File: src/rtl/adc_seq_pkg.sv
package adc_seq_pkg;

    typedef enum logic [1:0] {
        PH_IDLE   = 2'd0,
        PH_SAMPLE = 2'd1,
        PH_CONV   = 2'd2
    } seq_phase_e;

endpackage

File: src/rtl/adc_seq_cfg.sv
module adc_seq_cfg #(
    parameter int NUM_SLOTS = 6,
    parameter int CH_W      = 4,
    parameter int TRIG_W    = 3,
    parameter int ACQ_W     = 6,
    parameter int SLOT_W    = 3,
    parameter int ADDR_W    = 3,
    parameter int WD_W      = CH_W + TRIG_W + ACQ_W
) (
    input  logic                                 clk_i,
    input  logic                                 rst_ni,
    input  logic                                 wr_en_i,
    input  logic [ADDR_W-1:0]                    wr_addr_i,
    input  logic [WD_W-1:0]                      wr_data_i,
    output logic [NUM_SLOTS-1:0][CH_W-1:0]       slot_ch_o,
    output logic [NUM_SLOTS-1:0][TRIG_W-1:0]     slot_trg_o,
    output logic [NUM_SLOTS-1:0][ACQ_W-1:0]      slot_acq_o,
    output logic [SLOT_W-1:0]                    irq_sel_o,
    output logic                                 irq_en_o,
    output logic                                 irq_cont_o,
    output logic                                 irq_late_o,
    output logic                                 irq_clr_o
);

    typedef struct packed {
        logic [NUM_SLOTS-1:0][CH_W-1:0]   ch;
        logic [NUM_SLOTS-1:0][TRIG_W-1:0] trg;
        logic [NUM_SLOTS-1:0][ACQ_W-1:0]  acq;
        logic [SLOT_W-1:0]                sel;
        logic                             en;
        logic                             cont;
        logic                             late;
    } cfg_t;

    cfg_t cfg_d, cfg_q;

    always_comb begin
        cfg_d = cfg_q;
        if (wr_en_i) begin
            for (int s = 0; s < NUM_SLOTS; s++) begin
                if (wr_addr_i == ADDR_W'(s)) begin
                    cfg_d.ch[s]  = wr_data_i[CH_W-1:0];
                    cfg_d.trg[s] = wr_data_i[CH_W+TRIG_W-1:CH_W];
                    cfg_d.acq[s] = wr_data_i[CH_W+TRIG_W+ACQ_W-1:CH_W+TRIG_W];
                end
            end
            if (wr_addr_i == ADDR_W'(NUM_SLOTS)) begin
                cfg_d.sel  = wr_data_i[SLOT_W-1:0];
                cfg_d.en   = wr_data_i[SLOT_W];
                cfg_d.cont = wr_data_i[SLOT_W+1];
                cfg_d.late = wr_data_i[SLOT_W+2];
            end
        end
    end

    always_ff @(posedge clk_i or negedge rst_ni) begin
        if (!rst_ni) cfg_q <= '0;
        else         cfg_q <= cfg_d;
    end

    assign slot_ch_o  = cfg_q.ch;
    assign slot_trg_o = cfg_q.trg;
    assign slot_acq_o = cfg_q.acq;
    assign irq_sel_o  = cfg_q.sel;
    assign irq_en_o   = cfg_q.en;
    assign irq_cont_o = cfg_q.cont;
    assign irq_late_o = cfg_q.late;
    assign irq_clr_o  = wr_en_i && (wr_addr_i == ADDR_W'(NUM_SLOTS + 1)) && wr_data_i[0];

endmodule

File: src/rtl/adc_seq_rr.sv
module adc_seq_rr #(
    parameter int NUM_SLOTS = 6,
    parameter int SLOT_W    = 3
) (
    input  logic [NUM_SLOTS-1:0] pend_i,
    input  logic [SLOT_W-1:0]    base_i,
    output logic                 gnt_valid_o,
    output logic [SLOT_W-1:0]    gnt_idx_o
);

    always_comb begin
        gnt_valid_o = 1'b0;
        gnt_idx_o   = '0;
        for (int k = 0; k < NUM_SLOTS; k++) begin
            int j;
            j = (int'(base_i) + k) % NUM_SLOTS;
            if (!gnt_valid_o && pend_i[j]) begin
                gnt_valid_o = 1'b1;
                gnt_idx_o   = SLOT_W'(j);
            end
        end
    end

endmodule

File: src/rtl/adc_seq_irq.sv
module adc_seq_irq #(
    parameter int SLOT_W = 3
) (
    input  logic              clk_i,
    input  logic              rst_ni,
    input  logic              soc_ev_i,
    input  logic              eoc_ev_i,
    input  logic [SLOT_W-1:0] slot_i,
    input  logic [SLOT_W-1:0] sel_i,
    input  logic              en_i,
    input  logic              cont_i,
    input  logic              late_i,
    input  logic              clr_i,
    output logic              int_o,
    output logic              flag_o
);

    typedef struct packed {
        logic pulse;
        logic flag;
    } irq_t;

    irq_t irq_d, irq_q;
    logic ev, fire;

    always_comb begin
        ev   = late_i ? eoc_ev_i : soc_ev_i;
        fire = en_i && ev && (slot_i == sel_i) && (cont_i || !irq_q.flag);
        irq_d.pulse = fire;
        if (fire)       irq_d.flag = 1'b1;
        else if (clr_i) irq_d.flag = 1'b0;
        else            irq_d.flag = irq_q.flag;
    end

    always_ff @(posedge clk_i or negedge rst_ni) begin
        if (!rst_ni) irq_q <= '0;
        else         irq_q <= irq_d;
    end

    assign int_o  = irq_q.pulse;
    assign flag_o = irq_q.flag;

endmodule

File: src/rtl/adc_soc_seq.sv
module adc_soc_seq #(
    parameter int NUM_SLOTS   = 6,
    parameter int CH_W        = 4,
    parameter int TRIG_W      = 3,
    parameter int ACQ_W       = 6,
    parameter int DATA_W      = 12,
    parameter int CONV_CYCLES = 13
) (
    input  logic                          clk_i,
    input  logic                          rst_ni,
    input  logic                          wr_en_i,
    input  logic [$clog2(NUM_SLOTS+2)-1:0] wr_addr_i,
    input  logic [CH_W+TRIG_W+ACQ_W-1:0]  wr_data_i,
    input  logic [(1<<TRIG_W)-1:0]        trig_i,
    input  logic [DATA_W-1:0]             adc_data_i,
    output logic [CH_W-1:0]               adc_ch_o,
    output logic                          sample_o,
    output logic                          busy_o,
    output logic [NUM_SLOTS*DATA_W-1:0]   result_o,
    output logic                          int_o,
    output logic                          int_flag_o
);
    import adc_seq_pkg::*;

    localparam int SLOT_W = $clog2(NUM_SLOTS);
    localparam int ADDR_W = $clog2(NUM_SLOTS + 2);
    localparam int WD_W   = CH_W + TRIG_W + ACQ_W;
    localparam int CV_W   = $clog2(CONV_CYCLES + 1);
    localparam int CNT_W  = (ACQ_W > CV_W) ? ACQ_W : CV_W;

    typedef struct packed {
        seq_phase_e                       phase;
        logic [CNT_W-1:0]                 cnt;
        logic [SLOT_W-1:0]                cur;
        logic [CH_W-1:0]                  ch;
        logic [NUM_SLOTS-1:0]             pend;
        logic [SLOT_W-1:0]                rr;
        logic [NUM_SLOTS-1:0][DATA_W-1:0] res;
    } seq_t;

    seq_t seq_d, seq_q;

    logic [NUM_SLOTS-1:0][CH_W-1:0]   slot_ch;
    logic [NUM_SLOTS-1:0][TRIG_W-1:0] slot_trg;
    logic [NUM_SLOTS-1:0][ACQ_W-1:0]  slot_acq;
    logic [SLOT_W-1:0]                irq_sel;
    logic                             irq_en, irq_cont, irq_late, irq_clr;
    logic [NUM_SLOTS-1:0]             hit;
    logic                             gnt_valid;
    logic [SLOT_W-1:0]                gnt_idx;
    logic                             take, soc_ev, eoc_ev;

    adc_seq_cfg #(
        .NUM_SLOTS(NUM_SLOTS), .CH_W(CH_W), .TRIG_W(TRIG_W), .ACQ_W(ACQ_W),
        .SLOT_W(SLOT_W), .ADDR_W(ADDR_W), .WD_W(WD_W)
    ) u_cfg (
        .clk_i      (clk_i),
        .rst_ni     (rst_ni),
        .wr_en_i    (wr_en_i),
        .wr_addr_i  (wr_addr_i),
        .wr_data_i  (wr_data_i),
        .slot_ch_o  (slot_ch),
        .slot_trg_o (slot_trg),
        .slot_acq_o (slot_acq),
        .irq_sel_o  (irq_sel),
        .irq_en_o   (irq_en),
        .irq_cont_o (irq_cont),
        .irq_late_o (irq_late),
        .irq_clr_o  (irq_clr)
    );

    for (genvar s = 0; s < NUM_SLOTS; s++) begin : g_hit
        assign hit[s] = (slot_trg[s] != '0) && trig_i[slot_trg[s]];
    end

    adc_seq_rr #(.NUM_SLOTS(NUM_SLOTS), .SLOT_W(SLOT_W)) u_rr (
        .pend_i      (seq_q.pend),
        .base_i      (seq_q.rr),
        .gnt_valid_o (gnt_valid),
        .gnt_idx_o   (gnt_idx)
    );

    always_comb begin
        seq_d  = seq_q;
        take   = 1'b0;
        soc_ev = 1'b0;
        eoc_ev = 1'b0;
        seq_d.pend = seq_q.pend | hit;
        unique case (seq_q.phase)
            PH_IDLE: take = gnt_valid;
            PH_SAMPLE: begin
                if (seq_q.cnt == '0) begin
                    seq_d.phase = PH_CONV;
                    seq_d.cnt   = CNT_W'(CONV_CYCLES - 1);
                    soc_ev      = 1'b1;
                end else begin
                    seq_d.cnt = seq_q.cnt - CNT_W'(1);
                end
            end
            PH_CONV: begin
                if (seq_q.cnt == '0) begin
                    seq_d.res[seq_q.cur] = adc_data_i;
                    eoc_ev      = 1'b1;
                    seq_d.phase = PH_IDLE;
                    take        = gnt_valid;
                end else begin
                    seq_d.cnt = seq_q.cnt - CNT_W'(1);
                end
            end
            default: seq_d.phase = PH_IDLE;
        endcase
        if (take) begin
            seq_d.phase         = PH_SAMPLE;
            seq_d.cur           = gnt_idx;
            seq_d.ch            = slot_ch[gnt_idx];
            seq_d.cnt           = CNT_W'(slot_acq[gnt_idx]);
            seq_d.pend[gnt_idx] = 1'b0;
            seq_d.rr            = (gnt_idx == SLOT_W'(NUM_SLOTS - 1)) ? '0 : gnt_idx + SLOT_W'(1);
        end
    end

    always_ff @(posedge clk_i or negedge rst_ni) begin
        if (!rst_ni) seq_q <= '0;
        else         seq_q <= seq_d;
    end

    adc_seq_irq #(.SLOT_W(SLOT_W)) u_irq (
        .clk_i    (clk_i),
        .rst_ni   (rst_ni),
        .soc_ev_i (soc_ev),
        .eoc_ev_i (eoc_ev),
        .slot_i   (seq_q.cur),
        .sel_i    (irq_sel),
        .en_i     (irq_en),
        .cont_i   (irq_cont),
        .late_i   (irq_late),
        .clr_i    (irq_clr),
        .int_o    (int_o),
        .flag_o   (int_flag_o)
    );

    assign adc_ch_o = seq_q.ch;
    assign sample_o = (seq_q.phase == PH_SAMPLE);
    assign busy_o   = (seq_q.phase != PH_IDLE);
    assign result_o = seq_q.res;

endmodule

File: config.mk
export PLATFORM = sky130hd
export DESIGN_NAME = adc_soc_seq
export DESIGN_NICKNAME = d
export VERILOG_FILES = /design/src/rtl/adc_seq_pkg.sv /design/src/rtl/adc_seq_cfg.sv /design/src/rtl/adc_seq_rr.sv /design/src/rtl/adc_seq_irq.sv /design/src/rtl/adc_soc_seq.sv
export SDC_FILE = /design/constraint.sdc
export NUM_CORES = 1
export LEC_CHECK = 0
export CORE_MARGIN = 4
export CORE_UTILIZATION = 52
export CTS_BUF_LIST = sky130_fd_sc_hd__clkbuf_8
export DETAILED_ROUTE_END_ITERATION = 10
export GPL_ROUTABILITY_DRIVEN = 0
export PLACE_DENSITY = 0.75
export SLEW_MARGIN = 20
export SYNTH_ARGS = -nofsm -noshare
export SYNTH_HDL_FRONTEND = slang
export SYNTH_SLANG_ARGS = --single-unit
File: constraint.sdc
create_clock -name clk_i -period 5.6 [get_ports clk_i]
set_clock_uncertainty 0.2 [all_clocks]
set_input_delay 0.84 -clock clk_i [delete_from_list [all_inputs] [get_ports clk_i]]
set_output_delay 0.84 -clock clk_i [all_outputs]
set_load 0.03 [all_outputs]
==> results.py, run 1 <==
metrics = {
    "run_status": {
        "outcome": "finished clean",
    },
    "grt": {
        "antenna_found_initial": 0,
        "grt_max_degree": 105,
        "overflow": 0,
        "grt_use_total_pct": 21.28,
        "grt_pass1_wl_mm": 34.66,
        "grt_pass1_vias": 6581,
    },
    "floorplan": {
        "ios": 119,
        "rows": 49,
        "die_w_um": 144.3,
        "die_h_um": 144.3,
        "core_sq_um": 18150,
        "fp.dieArea_sq_um": 20830,
        "start_util_pct": 53.25,
    },
    "yosys": {
        "synth_area_leaders": "dfrtp_1 47%, mux2_2 19%, buf_4 6.1%",
        "syn_nets": 841,
        "netlist_area_sq_um": 9664,
        "ys_warn_count": 0,
        "yosysMostFrequentCell": "dfrtp_1",
        "yosysTopAreaCell": "dfrtp_1",
        "syn-instance-count": 788,
        "netlist.area_leader.share_pct": 47.13,
        "ys_ff_latch": 182,
        "async_reset_ff_share_pct": 100.0,
        "syn-mean-instance-area_sq_um": 12.26,
        "ys.flop_type": "dfrtp_1",
        "synth_edf_count": 0,
        "netlist_top_cells_count": "182 x dfrtp_1, 166 x mux2_2, 78 x buf_4",
        "synth_cell_types": 75,
        "synth-seq-area-share_pct": 47.13,
    },
    "worst_setup_path": {
        "startpoint_type": "register",
        "path_class": "reg -> reg",
        "required_ns": 5.78,
        "critPathBufInv": 2,
        "r2r_cells": 14,
        "path_cells": "inv_1 -> ha_1 -> xor2_4 -> inv_4 -> ha_1 -> nand2b_1 -> o21ai_0 -> o221ai_1 -> o31ai_4 -> nand3b_1 -> o221a_2 -> nand2_2 -> mux2_2 -> o21ai_1",
        "crit_top_cell": "ha_1",
        "worstPathArrival_ns": 5.22,
        "slowest_delay_ns": 0.86,
        "endpoint_kind": "register",
        "slowest_stage": "dfrtp_1",
        "cp_max_fo": 18,
        "cp.depth": 14,
        "cp_top_family": "compound AO/OA/AOI/OAI gates",
    },
    "routing": {
        "drcViolationCount": 0,
        "drt_iter0_drc": 405,
        "viasPerCell": 5.844,
        "first_pass_iters": 7,
        "wl_per_cell_um": 20.08,
        "final_antenna_net_count": 0,
        "drt-total-wl_mm": 21.47,
        "num_vias": 6247,
    },
    "cts": {
        "clkLatencyLatePin_ns": 0.45,
        "clk_path_buf_depth": 2,
        "cts_tree": "yes",
        "post-cts-setup-buffers": 0,
        "path_clk_slew_ns": 0.09,
        "numCtsBuffers": 17,
        "cts-resized-gates": 0,
        "ctsHtreeMaxLevel": 4,
        "clock_sink_count": 182,
        "cts_hold_buf": 0,
        "cts_root_buffer": "clkbuf_8",
    },
    "timing": {
        "clock.fmax_ghz": 0.1982,
        "fin_tns_setup_ns": 0,
        "setup_viol": 0,
        "drv_slew": 0,
        "finalHoldViolCount": 0,
        "grt_setup_unrepaired": "no",
        "period_share_pct": 90.08,
        "max-slew-margin-rel_pct": 29.82,
        "worstMarginPinSlew_ns": 1.047,
        "timing.hold.ws_ns": 0.3039,
        "period_needed_ns": 5.044,
    },
    "layout": {
        "drive_gt1_share_pct": 29.88,
        "area_growth_pct": 12.52,
        "num_antenna_cells": 0,
        "layout.cells.non_filler": 1069,
        "fin_nets": 880,
    },
    "placement": {
        "dp_cells": 1037,
        "dpl.hpwl_mm": 14.97,
        "io_buffers": 117,
    },
    "pwr": {
        "peakVddDrop_uv": 387.1,
        "p_per_area_nw_per_um2": 495.3,
        "p_total_uw": 5386,
        "p_leak_uw": 0.004629,
    },
    "flow_run": {
        "cap_violations": 0,
    },
    "min_path": {
        "hold_class": "in -> async",
    },
}
-- per-layer routing --
metal  GRT usage, %  vias to the layer above  part of all wire, %
met2          35.50                      168                   51
met5              0                        -                    0
met3          3.274                       30                  3.4
li1               -                     2842                    -
met1          28.70                     3207                   44
met4          6.971                        0                  1.8
-- cells by family (layout without fill, tap and decap cells) --
family          Yosys count  count (layout)  share of synthesized area, %
mux                     214             214                         25.32
flops                   182             182                         47.13
simple gates            139             139                         7.483
buf+inv                 123             175                         8.700
compound gates          107             107                         8.351
fa+ha+maj                14              14                         1.813
xor+xnor                  9               9                         1.204
-- path summary, 6_finish.rpt --
path | start | to | slack, ns
max in group asynchronous | rst_ni | result_o[49]$_DFFE_PN0P_ | 3.78
setup reg to reg | seq_q[72]$_DFFE_PN0N_ | seq_q[73]$_DFFE_PN0N_ | 0.56
hold / removal | rst_ni | u_cfg.slot_acq_o[11]$_DFFE_PN0P_ | 0.30
hold reg to reg | result_o[6]$_DFFE_PN0P_ | result_o[6]$_DFFE_PN0P_ | 0.31
setup / recovery | seq_q[72]$_DFFE_PN0N_ | seq_q[73]$_DFFE_PN0N_ | 0.56
min in group clk_i | result_o[6]$_DFFE_PN0P_ | result_o[6]$_DFFE_PN0P_ | 0.31
-- sequential cells by signal (all words and copies together) (netlist names), 3 cells and up --
name,flops
seq_q,20
u_cfg.irq_sel_o,3
result_o,72
adc_ch_o,4
u_cfg.slot_trg_o,18
u_cfg.slot_acq_o,36
u_cfg.slot_ch_o,24
-- through the flow --
stage / setup slack (ns) / instance area, sq um / util [%]
finish: 0.5556 / 10870 / 59.92
global route: 0.2217 / 10870 / 59.92
CTS: 0.5735 / 10870 / 59.92
detailed placement: 0.6327 / 10480 / 57.73
global placement: 0.8353 / 10480 / 57.73
floorplan: 1.503 / 9664 / -
-- cell usage in the layout, fill, tap and decap left out, types with 9 or more instances in the layout --
cell             count
dfrtp_1            182
mux2_2             166
clkdlybuf4s50_1    116
mux2i_1             39
nand2_1             34
nor2_1              31
o21ai_0             20
clkbuf_8            18
a21oi_1             16
ha_1                14
inv_1               13
nand2b_1            12
nor3_1              11
o22ai_1             11
buf_4               11
nand3_1              9
-- cell type report --
cell class                 instances  area [sq um]
sequential                       182          4554
multi-input combinational        483          4305
fill                            1442          7273
clock inverter                    14         150.1
timing repair buffer             129          1275
tap                              229         286.5
inverter                          14         55.05
clock buffer                      18         247.7
-- report_power, final --
| group | switching, uW | internal (uW) |
|---|---|---|
| combinational | 1520 | 1200 |
| sequential | 224 | 1550 |
| clock | 476 | 413 |
| total | 2220 | 3160 |
(Power assumes the default switching activity.)
==> inputs of run 2 (changes only) <==
--- a/config.mk
+++ b/config.mk
@@ -8,9 +8,11 @@
 export CORE_MARGIN = 4
 export CORE_UTILIZATION = 52
 export CTS_BUF_LIST = sky130_fd_sc_hd__clkbuf_8
+export CTS_CLUSTER_DIAMETER = 200
 export DETAILED_ROUTE_END_ITERATION = 10
 export GPL_ROUTABILITY_DRIVEN = 0
 export PLACE_DENSITY = 0.75
+export SETUP_SLACK_MARGIN = 0.15
 export SLEW_MARGIN = 20
 export SYNTH_ARGS = -nofsm -noshare
 export SYNTH_HDL_FRONTEND = slang
==> results of run 2 <==
The final DEF is identical to that of run 1; final timing and power are the same.
